<file path="config.mk">
export PLATFORM = sky130hd
export DESIGN_NAME = kick_watchdog
export DESIGN_NICKNAME = d
export VERILOG_FILES = /design/src/rtl/kwd_pkg.sv /design/src/rtl/kwd_sync_tick.sv /design/src/rtl/kwd_counter.sv /design/src/rtl/kwd_kick_check.sv /design/src/rtl/kwd_cause_reg.sv /design/src/rtl/kick_watchdog.sv
export SDC_FILE = /design/constraint.sdc
export NUM_CORES = 1
export LEC_CHECK = 0
export ABC_AREA = 0
export ABC_CLOCK_PERIOD_IN_PS = 5150
export CAP_MARGIN = 15
export CORE_MARGIN = 1.5
export CORE_UTILIZATION = 55
export DETAILED_ROUTE_END_ITERATION = 16
export DONT_BUFFER_PORTS = 1
export PLACE_DENSITY_LB_ADDON = 0.1
export SETUP_SLACK_MARGIN = 0.05
export SLEW_MARGIN = 20
export SYNTH_ARGS = -nofsm -noshare
export SYNTH_HDL_FRONTEND = slang
export SYNTH_SLANG_ARGS = --single-unit
</file>
<file path="constraint.sdc">
create_clock -name clk -period 5.15 [get_ports clk]
set_input_delay 0.515 -clock clk [delete_from_list [all_inputs] [get_ports clk]]
set_output_delay 0.515 -clock clk [all_outputs]
set_load 0.02 [all_outputs]
</file>
<file path="src/rtl/kwd_pkg.sv">
// Package: shared constants and types for the kick watchdog.
// Assumes a 32-bit register bus with byte offsets.
package kwd_pkg;
    localparam int DATA_W = 32;

    localparam logic [7:0] OFS_FORCE  = 8'h00;
    localparam logic [7:0] OFS_CTRL   = 8'h04;
    localparam logic [7:0] OFS_KICK_A = 8'h08;
    localparam logic [7:0] OFS_KICK_B = 8'h0C;

    localparam logic [DATA_W-1:0] MAGIC_A = 32'hABCD_1234;
    localparam logic [DATA_W-1:0] MAGIC_B = 32'h4321_DCBA;

    typedef enum logic [2:0] {
        CAUSE_HARD    = 3'd0,
        CAUSE_TIMEOUT = 3'd1,
        CAUSE_BADKICK = 3'd2,
        CAUSE_FORCED  = 3'd3,
        CAUSE_USER    = 3'd4
    } kwd_cause_e;
endpackage

</file>
<file path="src/rtl/kwd_sync_tick.sv">
// Module: brings the slow watchdog clock into the system domain and emits
// a one-cycle tick on each of its rising edges.
// Assumes the watchdog clock is much slower than clk.
module kwd_sync_tick #(
    parameter int STAGES = 2
) (
    input  logic clk,
    input  logic rst_n,
    input  logic din,
    output logic tick
);
    logic [STAGES:0] sh_q;

    // Synchronizer chain plus one extra flop for edge detection.
    always_ff @(posedge clk) begin
        if (!rst_n) sh_q <= '0;
        else        sh_q <= {sh_q[STAGES-1:0], din};
    end

    assign tick = sh_q[STAGES-1] & ~sh_q[STAGES];
endmodule

</file>
<file path="src/rtl/kwd_counter.sv">
// Module: power-of-two timeout counter. On reload it captures the delay
// and restarts at zero; it flags expiry on tick number 2^(delay+1).
// Assumes the caller clears run on expiry.
module kwd_counter #(
    parameter int DELAY_W = 5
) (
    input  logic               clk,
    input  logic               rst_n,
    input  logic               reload,
    input  logic               run,
    input  logic               tick,
    input  logic [DELAY_W-1:0] delay_in,
    output logic               expire
);
    localparam int CNT_W = (1 << DELAY_W) + 1;

    logic [CNT_W-1:0]   cnt_q;
    logic [CNT_W-1:0]   lim_m1;
    logic [CNT_W-1:0]   sh_amt;
    logic [DELAY_W-1:0] dly_q;

    // Last count value before expiry: delay+1 low ones.
    always_comb begin
        sh_amt = CNT_W'(dly_q) + CNT_W'(1);
        lim_m1 = ~({CNT_W{1'b1}} << sh_amt);
    end

    assign expire = run & tick & ~reload & (cnt_q == lim_m1);

    // Count ticks, restart on reload or expiry.
    always_ff @(posedge clk) begin
        if (!rst_n) begin
            cnt_q <= '0;
            dly_q <= '0;
        end else if (reload) begin
            cnt_q <= '0;
            dly_q <= delay_in;
        end else if (expire) begin
            cnt_q <= '0;
        end else if (run && tick) begin
            cnt_q <= cnt_q + CNT_W'(1);
        end
    end

    // the count never passes the limit while running.
    a_r2_no_overflow: assert property (@(posedge clk) disable iff (!rst_n)
        run |-> (cnt_q <= lim_m1));

    // a reload leaves the count at zero.
    a_r3_reload_zero: assert property (@(posedge clk) disable iff (!rst_n)
        reload |=> (cnt_q == '0));
endmodule

</file>
<file path="src/rtl/kwd_kick_check.sv">
// Module: checks the two-step keep-alive handshake. It arms on a correct
// first word and reports a good or a bad second step. Bad is reported
// only while running.
module kwd_kick_check
    import kwd_pkg::*;
(
    input  logic              clk,
    input  logic              rst_n,
    input  logic              flush,
    input  logic              run,
    input  logic              wr_a,
    input  logic              wr_b,
    input  logic [DATA_W-1:0] wdata,
    output logic              good,
    output logic              bad
);
    logic armed_q;
    logic a_ok;
    logic b_ok;

    // Classify the current kick write.
    always_comb begin
        a_ok = (wdata == MAGIC_A);
        b_ok = armed_q && (wdata == MAGIC_B);
        good = wr_b && b_ok;
        bad  = run && ((wr_a && !a_ok) || (wr_b && !b_ok));
    end

    // Track whether a correct first step is pending.
    always_ff @(posedge clk) begin
        if (!rst_n || flush) armed_q <= 1'b0;
        else if (wr_a)       armed_q <= a_ok;
        else if (wr_b)       armed_q <= 1'b0;
    end

    // every second-step write consumes the armed state.
    a_r4_second_step_disarms: assert property (@(posedge clk) disable iff (!rst_n)
        wr_b |=> !armed_q);
endmodule

</file>
<file path="src/rtl/kwd_cause_reg.sv">
// Module: sticky last-reset cause. Only the hard reset clears it;
// otherwise it changes only when a new cause is presented.
module kwd_cause_reg
    import kwd_pkg::*;
(
    input  logic       clk,
    input  logic       rst_n,
    input  logic       set_en,
    input  kwd_cause_e set_code,
    output kwd_cause_e cause
);
    kwd_cause_e cause_q;

    // Hold the most recent cause.
    always_ff @(posedge clk) begin
        if (!rst_n)      cause_q <= CAUSE_HARD;
        else if (set_en) cause_q <= set_code;
    end

    assign cause = cause_q;

    // a hard reset edge leaves code 0.
    a_r9_hard_clears: assert property (@(posedge clk)
        !rst_n |=> (cause_q == CAUSE_HARD));

    // only the defined codes are ever held.
    a_r8_code_legal: assert property (@(posedge clk) disable iff (!rst_n)
        cause_q <= CAUSE_USER);
endmodule

</file>
<file path="src/rtl/kick_watchdog.sv">
// Module: top of the kick watchdog. Decodes the register bus and owns the
// control register and the running state. It ranks request sources as
// user reset > forced > bad handshake > timeout.
// Assumes at most one bus write per cycle and a slow wd_clk_in.
module kick_watchdog
    import kwd_pkg::*;
#(
    parameter int ADDR_W      = 8,
    parameter int DELAY_W     = 5,
    parameter int SYNC_STAGES = 2
) (
    input  logic              clk,
    input  logic              rst_n,
    input  logic              user_rst,
    input  logic              wd_clk_in,
    input  logic              wr_en,
    input  logic              rd_en,
    input  logic [ADDR_W-1:0] addr,
    input  logic [DATA_W-1:0] wdata,
    output logic [DATA_W-1:0] rdata,
    output logic              rst_req
);
    localparam int PAD_W = DATA_W - 1 - DELAY_W;

    logic               hit_force, hit_ctrl, hit_a, hit_b;
    logic               soft_fire, fire, start, reload;
    logic               tick, expire, tkl_good, tkl_bad;
    logic               cfg_en_q, run_q, rst_req_q;
    logic [DELAY_W-1:0] cfg_dly_q, dly_next;
    logic [DATA_W-1:0]  rdata_q;
    logic               cause_set;
    kwd_cause_e         cause_code, cause_now;

    // Address decode and request ranking.
    always_comb begin
        hit_force = wr_en && (addr == ADDR_W'(OFS_FORCE));
        hit_ctrl  = wr_en && (addr == ADDR_W'(OFS_CTRL));
        hit_a     = wr_en && (addr == ADDR_W'(OFS_KICK_A));
        hit_b     = wr_en && (addr == ADDR_W'(OFS_KICK_B));
        soft_fire = hit_force && wdata[0];
        fire      = !user_rst && (soft_fire || tkl_bad || expire);
        start     = hit_ctrl && wdata[DATA_W-1] && !run_q;
        reload    = start || (tkl_good && run_q);
        dly_next  = hit_ctrl ? wdata[DELAY_W-1:0] : cfg_dly_q;
        cause_set = user_rst || fire;
        if (user_rst)       cause_code = CAUSE_USER;
        else if (soft_fire) cause_code = CAUSE_FORCED;
        else if (tkl_bad)   cause_code = CAUSE_BADKICK;
        else                cause_code = CAUSE_TIMEOUT;
    end

    kwd_sync_tick #(.STAGES(SYNC_STAGES)) sync_i (
        .clk(clk), .rst_n(rst_n), .din(wd_clk_in), .tick(tick)
    );

    kwd_counter #(.DELAY_W(DELAY_W)) cnt_i (
        .clk(clk), .rst_n(rst_n), .reload(reload), .run(run_q),
        .tick(tick), .delay_in(dly_next), .expire(expire)
    );

    kwd_kick_check kick_i (
        .clk(clk), .rst_n(rst_n), .flush(fire || user_rst), .run(run_q),
        .wr_a(hit_a), .wr_b(hit_b), .wdata(wdata),
        .good(tkl_good), .bad(tkl_bad)
    );

    kwd_cause_reg cause_i (
        .clk(clk), .rst_n(rst_n), .set_en(cause_set),
        .set_code(cause_code), .cause(cause_now)
    );

    // Control register, running state and the request pulse.
    always_ff @(posedge clk) begin
        if (!rst_n || user_rst) begin
            cfg_en_q  <= 1'b0;
            cfg_dly_q <= '0;
            run_q     <= 1'b0;
            rst_req_q <= 1'b0;
        end else begin
            rst_req_q <= fire;
            if (hit_ctrl) begin
                cfg_en_q  <= wdata[DATA_W-1];
                cfg_dly_q <= wdata[DELAY_W-1:0];
            end
            if (fire) begin
                cfg_en_q <= 1'b0;
                run_q    <= 1'b0;
            end else if (start) begin
                run_q <= 1'b1;
            end else if (tkl_good && run_q && !cfg_en_q) begin
                run_q <= 1'b0;
            end
        end
    end

    // Registered read port.
    always_ff @(posedge clk) begin
        if (!rst_n) begin
            rdata_q <= '0;
        end else if (rd_en) begin
            if (addr == ADDR_W'(OFS_CTRL))
                rdata_q <= {cfg_en_q, {PAD_W{1'b0}}, cfg_dly_q};
            else if (addr == ADDR_W'(OFS_KICK_A))
                rdata_q <= {{(DATA_W-3){1'b0}}, cause_now};
            else
                rdata_q <= '0;
        end
    end

    assign rdata   = rdata_q;
    assign rst_req = rst_req_q;

    // the counter stops only after a handshake, a request or a user reset.
    a_r6_stop_needs_kick: assert property (@(posedge clk) disable iff (!rst_n)
        $fell(run_q) |-> $past(tkl_good || fire || user_rst));

    // a request leaves the block stopped and disabled.
    a_r12_req_stops: assert property (@(posedge clk) disable iff (!rst_n)
        rst_req_q |-> (!run_q && !cfg_en_q));
endmodule

</file>
; ---- Yosys cells after proc, flatten, opt, wreduce, memory -nomap -nowiden
; Index checks and enable logic that the tools add are counted.
[totals]
ff_bits = 85
in_bits = 46
out_inout_bits = 33
elab_cells = 71
[op_classes]
addsub = 2
n_eq_ne = 6
shifts = 1
n_mux = 10
bitwise_logic = 8
n_reduce_logical = 34
[ops]
columns = operator, count
row1 = "33-bit by 1-bit adder with 33-bit output, second input constant", 1
row2 = 33-bit equality test, 1
row3 = 33-bit NOT, 1
row4 = "33-bit by 33-bit left shift with 33-bit output, first input constant", 1
row5 = "32-bit by 31-bit equality test with 1-bit output, second input constant", 1
row6 = "32-bit equality test, second input constant", 1
row7 = 32-bit 2-to-1 mux, 1
row8 = "8-bit by 4-bit equality test with 1-bit output, second input constant", 2
row9 = 1-bit logical AND, 16
row10 = "8-bit by 3-bit equality test with 1-bit output, second input constant", 1
row11 = 8-bit logical NOT, 1
row12 = 1-bit logical OR, 7
row13 = "5-bit by 1-bit adder with 6-bit output, second input constant", 1
row14 = 1-bit logical NOT, 6
row15 = 3-bit 2-to-1 mux, 2
row16 = 5-bit 2-to-1 mux, 1
row17 = 1-bit bitwise AND, 4
row18 = 1-bit 2-to-1 mux, 4
row19 = 2-bit 2-to-1 mux, 2
row20 = 2-bit nonzero test, 2
row21 = 1-bit NOT, 3
row22 = 3-bit OR reduction, 1
row23 = 2-bit OR reduction, 1

; ---- Longest topological paths before layout
[depth]
word_depth = 12
mapped_depth = 12
mapped_depth_nobuf = 10

; ---- By module
; A second synthesis with hierarchy kept.
[unflattened]
cells_unflattened = 551
hier_area_um2 = 4503.1
[by_module_without_submodules]
columns = module, instances, cells_each, area_each_um2, seq_area_each_um2
row1 = kwd_counter, 1, 379, 3015.4, 760.7
row2 = kick_watchdog, 1, 127, 1064.8, 280.3
row3 = kwd_kick_check, 1, 29, 221.5, 20.0
row4 = kwd_cause_reg, 1, 9, 108.9, 60.1
row5 = kwd_sync_tick, 1, 7, 92.6, 60.1

; ---- Worst setup path before layout
; No wires, ideal clock.
[synth_timing]
kind = register to register
from = reg cnt_i.dly_q[0]
to = reg cnt_i.cnt_q[15]
setup_time_ns = 0.141
t_arrival_ns = 2.697
t_required_ns = 5.009
slack_ns = 2.312
stages_incl_launch_ff = 13
n_path_buf = 3
period_less_slack_ns = 2.838
path_cell_list = dfxtp_1 -> buf_4 -> inv_1 -> ha_1 -> clkbuf_1 -> nor4b_1 -> o211ai_1 -> a32oi_1 -> nor4b_2 -> nand3_2 -> nor4b_4 -> buf_6 -> nor3_2
[synth_between]
elab_chain_cells = 6
[synth_rtl]
columns = item, line_no
row1 = "start, declared", kwd_counter.sv:20  ; logic [DELAY_W-1:0] dly_q;
row2 = "start signal, assigned", kwd_counter.sv:37  ; dly_q <= delay_in;
row3 = 5-bit by 1-bit adder with 6-bit output, kwd_counter.sv:24  ; sh_amt = CNT_W'(dly_q) + CNT_W'(1);
row4 = 33-bit by 33-bit left shift with 33-bit output, kwd_counter.sv:25  ; lim_m1 = ~({CNT_W{1'b1}} << sh_amt);
row5 = 33-bit NOT, kwd_counter.sv:25
row6 = 33-bit equality test, kwd_counter.sv:28  ; assign expire = run & tick & ~reload & (cnt_q == lim_m1);
row7 = 1-bit bitwise AND, kwd_counter.sv:28
row8 = 3-bit OR reduction (no line), --
row9 = "end signal, assigned", kwd_counter.sv:41  ; cnt_q <= cnt_q + CNT_W'(1);
row10 = "end, declared", kwd_counter.sv:17  ; logic [CNT_W-1:0] cnt_q;
; Every way passes these cells.
; A chain may end at the register's enable or synchronous reset.

; ---- Worst setup path after layout
[layout_timing]
from = reg cnt_i.dly_q[1]
to = reg cfg_en_q
[layout_between]
elab_chain_cells = 8
[layout_rtl]
columns = item, line_no
row1 = 5-bit by 1-bit adder with 6-bit output, kwd_counter.sv:24
row2 = 33-bit by 33-bit left shift with 33-bit output, kwd_counter.sv:25
row3 = 33-bit NOT, kwd_counter.sv:25
row4 = 33-bit equality test, kwd_counter.sv:28
row5 = 1-bit bitwise AND, kwd_counter.sv:28
row6 = 1-bit logical OR, kick_watchdog.sv:41  ; fire = !user_rst && (soft_fire || tkl_bad || expire);
row7 = 1-bit logical AND, kick_watchdog.sv:41
row8 = 2-bit OR reduction (no line), --
row9 = "end signal, assigned", kick_watchdog.sv:82  ; cfg_en_q <= wdata[DATA_W-1];
row10 = "end, declared", kick_watchdog.sv:28  ; logic cfg_en_q, run_q, rst_req_q;
; Every way passes these cells.

==> PnR_summary.wiki <==
{| class="wikitable"
! Metric !! Value
|-
| Max Clock Freq || 256 MHz
|-
| Top_reg_cell synth || sky130_fd_sc_hd__dfxtp_1
|-
| Part of the power in registers || 0.495
|-
| Setup TNS after final layout || 0 ns
|-
| Start of the worst register-to-register path || cnt_i.dly_q[1]
|-
| Number of synthesized flops with an enable pin || 0
|-
| Total inserted antenna cells || 0
|-
| Tcrit/Tclk final || 0.760
|-
| Root Driver || sky130_fd_sc_hd__clkbuf_8
|-
| Type of the worst min-delay path || input port to flip-flop
|-
| Antenna violations before repair || 0
|-
| Number of distinct library cells after synthesis || 82
|-
| Clock tree buffer depth || 2
|-
| Required time worst endpoint || 5.35 ns
|-
| Hold Path Origin || rst_n
|-
| Count of non-filler cells in the finished layout || 612
|-
| Count of vias placed by the detailed router || 3854
|-
| H-Tree Level Count || 3
|-
| Number of setup buffers added after CTS || 0
|-
| Global-route wire length before repair || 18300 um
|-
| Slew @ Worst Pin || 0.782 ns
|-
| Wire per inst || 18.4 um
|-
| Wirelength, routed || 11300 um
|-
| Resize count post-CTS || 0
|-
| Critical Path Fanout Max || 26
|-
| Final number of setup-violating endpoints || 0
|-
| Cells after DPL || 596
|-
| Area of the die || 8650 um2
|-
| Maximum number of pins on one net before global-route repair || 34
|-
| GRT Resource Usage Total || 0.268
|-
| Final period demand of the worst path || between 3 and 4 ns
|-
| Post-Synthesis Cells || around 530
|-
| Die width || 93.0 um
|-
| Critical Path End Type || flip-flop
|-
| Average vias per placed instance || 6.30
|-
| Clock Power Share || 0.465
|-
| # rows || 32
|-
| Internal portion of total power || between 600 and 700 uW
|-
| Number of buffers inserted by hold repair at cts || 0
|-
| Result of the run || complete, no violations
|-
| Remaining antenna violation count || 0
|-
| Number of input and output port buffers inserted || 0
|-
| Gr busiest metal || met1
|-
| Data arrival time of the critical path || 4.11 ns
|-
| Leakage power total || 1.64 nW
|-
| Total CTS buffers || 9
|-
| CTS clk-pin slew, worst paths || 0.08 ns
|-
| Setup skew after layout || 0.00759 ns
|-
| Launch point of the critical path || cnt_i.dly_q[1]
|-
| MaxCap Viol Count || 0
|-
| PD cells || 205 nW/um2
|-
| Post-detailed-route DRC marker count || 0
|-
| Worst slew margin || 0.478
|-
| Yosys reg bits || 59
|-
| Floorplan core area || ~8000 um2
|-
| Boundary pin count || 79
|-
| Proportion of total power due to net switching || 0.251
|-
| Setup repair after global routing missed its margin || no
|-
| Layout Area Growth over Synthesis || 1.21%
|-
| Finished Core Util || 0.580
|-
| Yosys top cell area share || 0.265
|-
| Max rail drop VDD || 0.151 mV
|-
| Half-perimeter wire length after placement || about 8400 um
|-
| Cell taking the most area after synthesis || sky130_fd_sc_hd__dfxtp_1
|-
| Combinational group share of total power || 0.040
|-
| Met2 usage in global routing || 0.389
|-
| Area contributors post-synth || sky130_fd_sc_hd__dfxtp_1 27%, sky130_fd_sc_hd__xor2_1 4.9%, sky130_fd_sc_hd__buf_4 4.7%
|-
| Area of the mapped netlist || 4450 um2
|-
| Pins Over Slew Limit || 0
|-
| Net switching power || 233 uW
|-
| Worst-skew pair later-pin latency || 0.34 ns
|-
| Post-synthesis average cell area || 8.48 um2
|-
| M3 GR Usage || 0.0455
|-
| Length of the first detailed-routing pass in iterations || 5
|-
| Proportion of register bits with asynchronous set or reset after synthesis || 0
|-
| Overflow left after global routing || 0
|-
| Endpoints failing hold || 0
|-
| Initial Util || 0.573
|-
| Syn. warnings || 0
|-
| Share of synthesized area occupied by flip-flops and latches || 0.265
|-
| DIE HEIGHT || 93.0 um
|-
| Clock tree from TritonCTS || done
|-
| Via count of the first global-routing pass || 3452
|-
| Drt initial violations || around 320
|-
| Met1 track demand over resource || 0.400
|-
| Gp weighted congestion || a little under 0.9
|-
| Fin nets || 556
|-
| Count of clock tree sinks || 59
|-
| Worst Setup Start Kind || flip-flop
|-
| Share of post-route cells with drive strength above 1 || 0.110
|-
| Crit path kind || flip-flop to flip-flop
|}
## routing by layer
| metal | wire length, um | up-vias |
|---|---|---|
| li1 | - | 1863 |
| met1 | 5570 | 1829 |
| met2 | 4870 | 154 |
| met3 | 706 | 8 |
| met4 | 131 | 0 |
| met5 | 0 | - |
## layout by cell type (no fill, tap or decap), types with 3 or more instances in the layout
cell type                   count
sky130_fd_sc_hd__nand3b_1       3
sky130_fd_sc_hd__nor2_1        25
sky130_fd_sc_hd__ha_1           5
sky130_fd_sc_hd__mux2i_1        9
sky130_fd_sc_hd__nor3_2        20
sky130_fd_sc_hd__a32oi_1        3
sky130_fd_sc_hd__xnor2_1       14
sky130_fd_sc_hd__o21ai_0        5
sky130_fd_sc_hd__o211a_1        7
sky130_fd_sc_hd__conb_1        26
sky130_fd_sc_hd__o2111ai_1      4
sky130_fd_sc_hd__nor3b_1       16
sky130_fd_sc_hd__and4_1         8
sky130_fd_sc_hd__nand2_1       36
sky130_fd_sc_hd__nor2b_1        6
sky130_fd_sc_hd__nand2b_1      12
sky130_fd_sc_hd__xor2_1        25
sky130_fd_sc_hd__and2_1         8
sky130_fd_sc_hd__o211ai_1       4
sky130_fd_sc_hd__and3_1         7
sky130_fd_sc_hd__inv_1         10
sky130_fd_sc_hd__a21oi_1       16
sky130_fd_sc_hd__a22oi_1        4
sky130_fd_sc_hd__nand4b_1       6
sky130_fd_sc_hd__a22o_1         3
sky130_fd_sc_hd__nor4b_1        4
sky130_fd_sc_hd__a31oi_1        6
sky130_fd_sc_hd__nor3_1        15
sky130_fd_sc_hd__nor4bb_1       4
sky130_fd_sc_hd__nand3_1       30
sky130_fd_sc_hd__a21boi_0       8
sky130_fd_sc_hd__nor4_1         8
sky130_fd_sc_hd__a21o_1         3
sky130_fd_sc_hd__dfxtp_1       59
sky130_fd_sc_hd__clkbuf_8       9
sky130_fd_sc_hd__nand4_1       14
sky130_fd_sc_hd__a2bb2oi_1      3
sky130_fd_sc_hd__o21bai_1       3
## cells in the mapped netlist (13+ instances only)
library cell               count
sky130_fd_sc_hd__dfxtp_1      59
sky130_fd_sc_hd__nand3_1      30
sky130_fd_sc_hd__nor2_1       25
sky130_fd_sc_hd__nor3_2       20
sky130_fd_sc_hd__xor2_1       25
sky130_fd_sc_hd__nor3b_1      16
sky130_fd_sc_hd__xnor2_1      14
sky130_fd_sc_hd__nand2_1      36
sky130_fd_sc_hd__nor3_1       15
sky130_fd_sc_hd__clkbuf_1     13
sky130_fd_sc_hd__buf_4        28
sky130_fd_sc_hd__nand4_1      14
sky130_fd_sc_hd__a21oi_1      16
## critical path, cell delays in order, from the launching register on
cell                       delay [ns]
sky130_fd_sc_hd__dfxtp_1         0.63
sky130_fd_sc_hd__ha_1            0.60
sky130_fd_sc_hd__a31oi_1         0.21
sky130_fd_sc_hd__a31oi_2         0.68
sky130_fd_sc_hd__o221ai_1        0.22
sky130_fd_sc_hd__nand2b_1        0.20
sky130_fd_sc_hd__nor4b_2         0.28
sky130_fd_sc_hd__nand3_2         0.14
sky130_fd_sc_hd__nor4b_4         0.28
sky130_fd_sc_hd__buf_4           0.40
sky130_fd_sc_hd__nor4_1          0.13
## metrics by stage
step           setup slack (ns)  cell area (um2)  power [mW]  hold WS (ns)
6_report                   1.24             4510       0.925         0.294
5_1_grt                   0.942             4510       0.957         0.278
4_1_cts                    1.29             4510       0.936         0.275
3_5_place_dp               1.29             4310       0.505         0.420
3_3_place_gp               1.47             4300       0.505         0.420
2_1_floorplan              2.31             4550       0.519         0.412
## kinds of logic after synthesis
family,count (synthesis),synth area share
compound gates,103,0.185
xor+xnor,40,0.0803
fa+ha+maj,5,0.0140
buf+inv,68,0.0958
flops,59,0.265
mux,9,0.0202
other cells,1,0.000842
simple gates,240,0.339
## flip-flops by register name (all words and copies together), names as in the netlist
name	cells
cfg_en_q	1
rdata	6
cfg_dly_q	5
cause_i.cause	3
sync_i.sh_q	3
kick_i.armed_q	1
rst_req	1
run_q	1
cnt_i.dly_q	5
cnt_i.cnt_q	33
## power groups by stage
stage	registers [mW]	clock network (mW)	logic, mW
2_1_floorplan	0.468	0	0.0503
3_3_place_gp	0.469	0	0.0360
3_5_place_dp	0.469	0	0.0362
4_1_cts	0.458	0.441	0.0363
5_1_grt	0.458	0.459	0.0400
6_report	0.458	0.430	0.0367
## final timing paths
check / end / slack, ns / cells past startpoint
max: cfg_en_q / 1.24 / 10
min: cause_i.cause[2] / 0.29 / 1
max reg2reg: cfg_en_q / 1.24 / 10
min reg2reg: sync_i.sh_q[1] / 0.43 / 1
## layout make-up
| type | instances | area, um2 |
|---|---|---|
| Fill cell | 737 | 3260 |
| Multi-Input combinational cell | 423 | 2950 |
| Sequential cell | 59 | 1180 |
| Tap cell | 102 | 128 |
| Clock buffer | 9 | 124 |
| Clock inverter | 7 | 76.3 |
| Inverter | 10 | 37.5 |
| Timing Repair Buffer | 2 | 15.0 |
Note: power is estimated with default switching activity, not from simulation.
